### src/rtl/ser_stat_pkg.sv
package ser_stat_pkg;
  localparam int unsigned REG_W     = 8;
  localparam int unsigned NUM_FLAGS = 2;
  localparam int unsigned IDX_TX    = 0;
  localparam int unsigned IDX_RX    = 1;
  localparam int unsigned TX_POS    = 7;
  localparam int unsigned RX_POS    = 6;
  localparam int unsigned FLAG_POS [NUM_FLAGS] = '{TX_POS, RX_POS};
  localparam logic [NUM_FLAGS-1:0] FLAG_RST = 2'b01;  // tx=1, rx=0
endpackage

### src/rtl/ser_stat_flag.sv
module ser_stat_flag #(
  parameter logic RST_VAL = 1'b0
) (
  input  logic clk_i,
  input  logic rst_ni,
  input  logic rd_i,
  input  logic wr_i,
  input  logic wbit_i,
  input  logic set_i,
  input  logic hw_clr_i,
  output logic flag_o
);
  logic flag_q, flag_d, armed_q, armed_d, sw_clr;

  assign sw_clr = wr_i & ~wbit_i & armed_q;

  always_comb begin
    flag_d = flag_q;
    if (set_i)                  flag_d = 1'b1;  // set wins
    else if (sw_clr | hw_clr_i) flag_d = 1'b0;
  end

  // armed by a read of 1, dropped by any write or when flag goes low
  assign armed_d = ~wr_i & flag_d & (armed_q | (rd_i & flag_q));

  always_ff @(posedge clk_i or negedge rst_ni) begin
    if (!rst_ni) begin
      flag_q  <= RST_VAL;
      armed_q <= 1'b0;
    end else begin
      flag_q  <= flag_d;
      armed_q <= armed_d;
    end
  end

  assign flag_o = flag_q;


  no_sw_set_chk: assert property (@(posedge clk_i) disable iff (!rst_ni)
    (!flag_q && !set_i) |=> !flag_q);

  unarmed_hold_chk: assert property (@(posedge clk_i) disable iff (!rst_ni)
    (flag_q && !armed_q && !hw_clr_i) |=> flag_q);

  armed_clear_chk: assert property (@(posedge clk_i) disable iff (!rst_ni)
    (wr_i && !wbit_i && armed_q && !set_i) |=> !flag_q);

  set_wins_chk: assert property (@(posedge clk_i) disable iff (!rst_ni)
    set_i |=> flag_q);

  disarm_on_low_chk: assert property (@(posedge clk_i) disable iff (!rst_ni)
    (!flag_q && !rd_i) |=> !armed_q);
endmodule

### src/rtl/ser_stat_irq.sv
module ser_stat_irq #(
  parameter int unsigned N = 2
) (
  input  logic         clk_i,
  input  logic         rst_ni,
  input  logic [N-1:0] flag_i,
  input  logic [N-1:0] en_i,
  output logic [N-1:0] irq_o
);
  logic [N-1:0] irq_q;
  logic         seen_q;

  always_ff @(posedge clk_i or negedge rst_ni) begin
    if (!rst_ni) begin
      irq_q  <= '0;
      seen_q <= 1'b0;
    end else begin
      irq_q  <= flag_i & en_i;
      seen_q <= 1'b1;
    end
  end

  assign irq_o = irq_q;


  irq_latency_chk: assert property (@(posedge clk_i) disable iff (!rst_ni)
    seen_q |-> (irq_q == $past(flag_i & en_i)));
endmodule

### src/rtl/ser_stat_reg.sv
module ser_stat_reg
  import ser_stat_pkg::*;
(
  input  logic             clk_i,
  input  logic             rst_ni,
  input  logic             bus_sel_i,
  input  logic             bus_we_i,
  input  logic [REG_W-1:0] bus_wdata_i,
  output logic [REG_W-1:0] bus_rdata_o,
  input  logic             tx_en_i,
  input  logic             tx_load_i,
  input  logic             rx_done_i,
  input  logic             dma_tx_wr_i,
  input  logic             dma_rx_rd_i,
  input  logic             tx_irq_en_i,
  input  logic             rx_irq_en_i,
  output logic             tx_irq_o,
  output logic             rx_irq_o
);
  logic                 rd, wr;
  logic [NUM_FLAGS-1:0] set_vec, clr_vec, flag_vec, en_vec, irq_vec;
  logic [REG_W-1:0]     used_mask;
  logic                 unused_wdata;

  assign rd = bus_sel_i & ~bus_we_i;
  assign wr = bus_sel_i &  bus_we_i;

  assign set_vec[IDX_TX] = ~tx_en_i | tx_load_i;
  assign set_vec[IDX_RX] = rx_done_i;
  assign clr_vec[IDX_TX] = dma_tx_wr_i;
  assign clr_vec[IDX_RX] = dma_rx_rd_i;
  assign en_vec[IDX_TX]  = tx_irq_en_i;
  assign en_vec[IDX_RX]  = rx_irq_en_i;

  for (genvar g = 0; g < NUM_FLAGS; g++) begin : g_flag
    ser_stat_flag #(.RST_VAL(FLAG_RST[g])) i_flag (
      .clk_i   (clk_i),
      .rst_ni  (rst_ni),
      .rd_i    (rd),
      .wr_i    (wr),
      .wbit_i  (bus_wdata_i[FLAG_POS[g]]),
      .set_i   (set_vec[g]),
      .hw_clr_i(clr_vec[g]),
      .flag_o  (flag_vec[g])
    );
  end

  always_comb begin
    bus_rdata_o = '0;
    used_mask   = '0;
    for (int i = 0; i < NUM_FLAGS; i++) begin
      bus_rdata_o[FLAG_POS[i]] = flag_vec[i];
      used_mask[FLAG_POS[i]]   = 1'b1;
    end
  end

  assign unused_wdata = ^(bus_wdata_i & ~used_mask);

  ser_stat_irq #(.N(NUM_FLAGS)) i_irq (
    .clk_i (clk_i),
    .rst_ni(rst_ni),
    .flag_i(flag_vec),
    .en_i  (en_vec),
    .irq_o (irq_vec)
  );

  assign tx_irq_o = irq_vec[IDX_TX];
  assign rx_irq_o = irq_vec[IDX_RX];


  tx_dis_set_chk: assert property (@(posedge clk_i) disable iff (!rst_ni)
    !tx_en_i |=> bus_rdata_o[TX_POS]);

  rdata_spare_chk: assert property (@(posedge clk_i) disable iff (!rst_ni)
    (bus_rdata_o & ~used_mask) == '0);
endmodule

### config.mk
export PLATFORM = sky130hd
export DESIGN_NAME = ser_stat_reg
export DESIGN_NICKNAME = d
export VERILOG_FILES = /design/src/rtl/ser_stat_pkg.sv /design/src/rtl/ser_stat_flag.sv /design/src/rtl/ser_stat_irq.sv /design/src/rtl/ser_stat_reg.sv
export SDC_FILE = /design/constraint.sdc
export NUM_CORES = 1
export LEC_CHECK = 0
export BUFFER_PORTS_ARGS = -buffer_cell sky130_fd_sc_hd__buf_2
export CAP_MARGIN = 20
export CORE_AREA = 3 3 40 42
export CTS_BUF_LIST = sky130_fd_sc_hd__clkbuf_2
export CTS_CLUSTER_SIZE = 12
export DETAILED_ROUTE_END_ITERATION = 16
export DIE_AREA = 0 0 43 45
export GPL_ROUTABILITY_DRIVEN = 0
export GPL_TIMING_DRIVEN = 0
export SYNTH_ARGS = -nofsm -noshare
export SYNTH_HDL_FRONTEND = slang
export SYNTH_SLANG_ARGS = --single-unit
### constraint.sdc
create_clock -name clk_i -period 0.8 [get_ports clk_i]
set_input_delay 0 -clock clk_i [delete_from_list [all_inputs] [get_ports clk_i]]
set_output_delay 0 -clock clk_i [all_outputs]
set_load 0.02 [all_outputs]
==> impl_metrics.env, run 1 <==
export IMPL_ios=29
export IMPL_rows=13
export IMPL_ys_seq_area_frac=0.446
export IMPL_yosys_register_bits=6
export IMPL_grt_usage=0.0888
export IMPL_synth_top_area_cell="dfrtp_1"
export IMPL_die_area_mm2=0.00194
export IMPL_drcViolationCount=0
export IMPL_preCtsSetupSlack_ps=-120
export IMPL_core_mm2=0.00128
export IMPL_critPathCaptureType="primary output"
export IMPL_io_buffers=16
export IMPL_first_iter_violations=4
export IMPL_worst_slack_ps=-168
export IMPL_syn_area_per_cell_um2=10.6
export IMPL_ant_nets=0
export IMPL_root_buffer="clkbuf_2"
export IMPL_antenna_found_initial=0
export IMPL_met3_usage=0.0598
export IMPL_met1_usage=0.0956
export IMPL_routedWlPerCell_um=9.16
export IMPL_instances_no_fill=81
export IMPL_timing_hold_ws_ps=47.8
export IMPL_grt_most_used_layer="met2"
export IMPL_die_x_um=43
export IMPL_vias=300
export IMPL_yosysWarnings=0
export IMPL_failed_checks="negative setup slack"
export IMPL_period_needed_ps=968
export IMPL_cts_buffers=3
export IMPL_fin_nets=86
export IMPL_finalCritPeriodShare=1.21
export IMPL_regArea_um2=151
export IMPL_vdd_ir_drop_max_v=0.000735
export IMPL_hold_path_class="in2reg"
export IMPL_dp_cells=68
export IMPL_r2r_slack_ps=-140
export IMPL_critPathLaunchType="register"
export IMPL_crit_fanout=4
export IMPL_clk_pin_slew_ps=60
export IMPL_critPathKind="reg2out"
export IMPL_area_growth_pct=76.4
export IMPL_n_fill_cell=126
export IMPL_via_per_inst=3.70
export IMPL_status="finished with violations"
export IMPL_synth_area_um2=339
export IMPL_slew_violations=0
export IMPL_rsz0062_at_grt="true"
export IMPL_cellLeakagePower_nw=0.324
export IMPL_cts_tree="yes"
export IMPL_drive_gt1_frac=0.591
export IMPL_first_global_vias=298
export IMPL_worstPathArrival_ps=970
export IMPL_grt_overflow_total=0
export IMPL_clk_latency_ps=220
export IMPL_dieHeight_um=45
export IMPL_hpwlAfterDp_um=521
export IMPL_cts_path_max_buffers=2
export IMPL_cts_max_level=1
export IMPL_maxCapViolations=0
export IMPL_finalHoldViolations=0
export IMPL_synth_area_leaders="dfrtp_1 37%, buf_4 18%, dfstp_2 7.7%"
export IMPL_n_antenna_cell=0
export IMPL_synthDistinctLibCells=18
export IMPL_use_met2=0.138
export IMPL_cts_sinks=6
export IMPL_syn_inst=32
export IMPL_synth_top_area_frac=0.369
export IMPL_firstDrtPassIters=2
export IMPL_fin_skew_ps=7.32
export IMPL_grt_max_degree=7
export IMPL_initial_utilization=0.264
export IMPL_max_freq_mhz=1030
export IMPL_design_power_total_uw=837
export IMPL_power_density_mw_per_mm2=1400
export IMPL_grt_pass1_wl_mm=1.20
export IMPL_critPathRequiredTime_ps=800
export IMPL_finalSetupViolCount=6
export IMPL_drt_total_wl_um=742
export IMPL_multiInputGateArea_um2=154
## cell families after synthesis
family,Yosys count,synth area share
buf+inv,10,0.199
other cells,1,0.0111
flops,6,0.447
compound gates,7,0.181
simple gates,8,0.162
## worst paths after layout
check | from | endpoint | cells past startpoint
worst max-delay path | g_flag[0].i_flag.flag_o | bus_rdata_o[7] | 2
worst min-delay path | bus_wdata_i[7] | g_flag[0].i_flag.flag_o | 3
worst max register to register | g_flag[0].i_flag.flag_o | g_flag[0].i_flag.flag_o | 4
worst min register to register | g_flag[1].i_flag.armed_q | g_flag[1].i_flag.armed_q | 2
max in group asynchronous | rst_ni | g_flag[0].i_flag.flag_o | 2
min in group asynchronous | rst_ni | g_flag[1].i_flag.flag_o | 2
## Yosys cell counts
cell type / count
nand2_2: 1
nand2_1: 1
a21o_1: 1
nor2b_1: 1
a21oi_1: 1
a211oi_2: 1
and2_1: 2
dfstp_2: 1
dfrtp_1: 5
o21ai_0: 2
nor2_1: 1
o21ba_1: 1
nor2b_4: 1
buf_4: 8
conb_1: 1
nand4b_1: 1
o311ai_2: 1
inv_1: 2
## metrics by stage
step                      utilization  TNS, ps  cell area, um2
final                           0.465     -548             598
after CTS                       0.454     -523             583
after global routing            0.465     -801             598
after detailed placement        0.355     -190             457
after floorplan                     -    -75.5             358
after global placement          0.355     -174             457
## layout by cell type (no fill, tap or decap), drive strengths merged
cell type / netlist / routed
dlygate4sd3: 0 / 6
o21ai: 2 / 2
a21o: 1 / 1
dfstp: 1 / 1
a21oi: 1 / 1
and2: 2 / 2
nor2: 1 / 1
o311ai: 1 / 1
o21ba: 1 / 1
clkbuf: 0 / 4
dfrtp: 5 / 5
a211oi: 1 / 1
nor2b: 2 / 2
inv: 2 / 2
conb: 1 / 6
buf: 8 / 27
nand4b: 1 / 1
nand2: 2 / 2
## worst max-delay path, stage by stage (launching register included)
cell,delay [ps]
dfstp_2,550
buf_6,90
buf_6,100
## flip-flops by register name (all words and copies together), names as in the netlist
register	count
g_flag.i_flag.armed_q	2
g_flag.i_flag.flag_o	2
i_irq.irq_o	2
## routing by layer
metal  up-vias  wire (um)
met5         -          0
met4         0          0
met3         0         95
met2        17        360
met1       124        286
li1        159          -
## area by class of cell
type | instances | area share
Tap cell | 15 | 0.0314
Inverter | 2 | 0.0126
Clock buffer | 4 | 0.0335
Timing Repair Buffer | 25 | 0.299
Multi-Input combinational cell | 21 | 0.257
Buffer | 8 | 0.113
Sequential cell | 6 | 0.253
## power breakdown
group | switching (mW) | internal [mW]
Clock | 0.118 | 0.133
Combinational | 0.108 | 0.135
Sequential | 0.0142 | 0.330
Total | 0.240 | 0.598
## timing repair
action	in CTS	in global routing
hold buffers	6	0
gates resized for setup	10	2
endpoints found under the hold margin	11	0
buffers inserted	2	1
pin swaps	1	0
endpoints found under the setup margin	6	6
Note: power is estimated with default switching activity, not from simulation.
==> inputs of run 2 (changes only) <==
- CORE_AREA: 3 3 40 42 -> 2 2 39 41
- DIE_AREA: 0 0 43 45 -> 0 0 41 43
==> run 2 against run 1 <==
- the flow still finishes with violations (negative setup slack)
- sequential share of layout area fell by 0.31 points
- maximum frequency fell by 3.0%
- worst hold slack lost 13 ps
- power is 3.4% higher
- non-clock buffer count unchanged
- clock skew shrank 7.2 ps
==> impl_metrics.env, run 2 (synthesized netlist as in run 1, its figures left out) <==
export IMPL_status="finished with violations"
export IMPL_failed_checks="negative setup slack"
export IMPL_fin_skew_ps=0.166
export IMPL_grt_overflow_total=0
export IMPL_final_common_cell="buf_2"
export IMPL_maxCapViolations=0
export IMPL_cellLeakagePower_nw=0.328
export IMPL_area_growth_pct=78.6
export IMPL_finalHoldViolations=0
export IMPL_core_mm2=0.00138
export IMPL_drt_total_wl_um=753
export IMPL_first_global_vias=260
export IMPL_vdd_ir_drop_max_v=0.000528
export IMPL_instances_no_fill=82
export IMPL_finalCritPeriodShare=1.25
export IMPL_initial_utilization=0.245
export IMPL_regArea_um2=151
export IMPL_critPathRequiredTime_ps=800
export IMPL_drive_gt1_frac=0.606
export IMPL_ios=29
export IMPL_die_area_mm2=0.00176
export IMPL_firstDrtPassIters=4
export IMPL_period_needed_ps=998
export IMPL_crit_fanout=4
export IMPL_critPathKind="reg2out"
export IMPL_crit_start="g_flag[0].i_flag.flag_o"
export IMPL_final_util=0.438
export IMPL_max_freq_mhz=1000
export IMPL_cts_sinks=6
export IMPL_critPathLaunchType="register"
export IMPL_cts_tree="yes"
export IMPL_vias=314
export IMPL_n_fill_cell=145
export IMPL_finalSetupViolCount=6
export IMPL_first_iter_violations=10
export IMPL_critPathCaptureType="primary output"
export IMPL_slew_violations=0
export IMPL_cts_path_max_buffers=2
export IMPL_drcViolationCount=0
export IMPL_antenna_found_initial=0
export IMPL_grt_usage=0.0899
export IMPL_grt_max_degree=7
export IMPL_die_x_um=41
export IMPL_dp_cells=69
export IMPL_worstPathArrival_ps=1000
export IMPL_regToRegStartpoint="g_flag[0].i_flag.flag_o"
export IMPL_preCtsSetupSlack_ps=-129
export IMPL_multiInputGateArea_um2=156
export IMPL_clk_pin_slew_ps=70
export IMPL_power_density_mw_per_mm2=1430
export IMPL_clk_latency_ps=240
export IMPL_hold_depth=3
export IMPL_via_per_inst=3.83
export IMPL_hold_path_class="in2reg"
export IMPL_ant_nets=0
export IMPL_io_buffers=16
export IMPL_rsz0062_at_grt="true"
export IMPL_grt_pass1_wl_mm=1.03
export IMPL_routedWlPerCell_um=9.18
export IMPL_root_buffer="clkbuf_2"
export IMPL_rr_worst_depth=4
export IMPL_worstHoldStart="bus_wdata_i[7]"
export IMPL_cts_max_level=1
export IMPL_rows=14
export IMPL_cts_buffers=3
export IMPL_hpwlAfterDp_um=517
export IMPL_layout_common_cells="14 x buf_2, 7 x buf_4, 6 x conb_1, 6 x buf_6, 6 x dlygate4sd3_1"
export IMPL_n_antenna_cell=0
export IMPL_dieHeight_um=43
export IMPL_worst_slack_ps=-198
export IMPL_fin_nets=86
-- run 2: cell count changes in the layout (fill, tap and decap cells not counted) --
| cell | before | now |
|---|---|---|
| buf_4 | 8 | 7 |
| buf_6 | 5 | 6 |
| and2_4 | 0 | 1 |
| and2_1 | 2 | 1 |
-- run 2: layout make-up --
cell class / instances / area share
Timing Repair Buffer: 25 / 0.302
Multi-Input combinational cell: 21 / 0.258
Sequential cell: 6 / 0.250
Buffer: 8 / 0.112
Clock buffer: 4 / 0.0331
Tap cell: 16 / 0.0331
Inverter: 2 / 0.0124
-- run 2: power by group --
| part | leakage (nW) | total [mW] | internal [mW] | switching [mW] |
|---|---|---|---|---|
| Combinational | 0.240 | 0.250 | 0.140 | 0.110 |
| Sequential | 0.0709 | 0.345 | 0.329 | 0.0156 |
| Clock | 0.0166 | 0.271 | 0.133 | 0.138 |
-- run 2: repair_timing --
| item | CTS | global route |
|---|---|---|
| endpoints found under the setup margin | 6 | 7 |
| gates resized for setup | 10 | 4 |
| pin swaps | 2 | 4 |
| hold buffers | 6 | 0 |
| setup buffers | 2 | 1 |
| hold endpoints to repair | 11 | 0 |
-- run 2: through the flow --
step / setup TNS, ps / power [mW] / cell area [um2] / hold slack [ps]
CTS: -520 / 0.850 / 584 / 30.6
floorplan: -75.5 / 0.469 / 358 / -296
finish: -640 / 0.866 / 606 / 34.5
global placement: -162 / 0.526 / 458 / -171
detailed placement: -194 / 0.530 / 458 / -167
global route: -790 / 0.906 / 606 / 40.7
-- run 2: path summary, 6_finish.rpt --
check	to	slack, ps
setup / recovery	bus_rdata_o[7]	-200
hold / removal	g_flag[0].i_flag.flag_o	30
setup reg to reg	g_flag[0].i_flag.flag_o	-160
hold reg to reg	g_flag[1].i_flag.armed_q	540
max in group asynchronous	g_flag[0].i_flag.flag_o	470
min in group asynchronous	g_flag[1].i_flag.flag_o	110
-- run 2: critical path, stage by stage, from the launching register on --
cell and delay [ps]:
dfstp_2 560, buf_6 100, buf_6 100
-- run 2: metal layers --
metal | up-vias | wire (um) | track usage
li1 | 158 | - | -
met1 | 138 | 304 | 0.0918
met2 | 16 | 366 | 0.144
met3 | 2 | 73 | 0.0314
met4 | 0 | 9 | 0.0600
met5 | - | 0 | 0
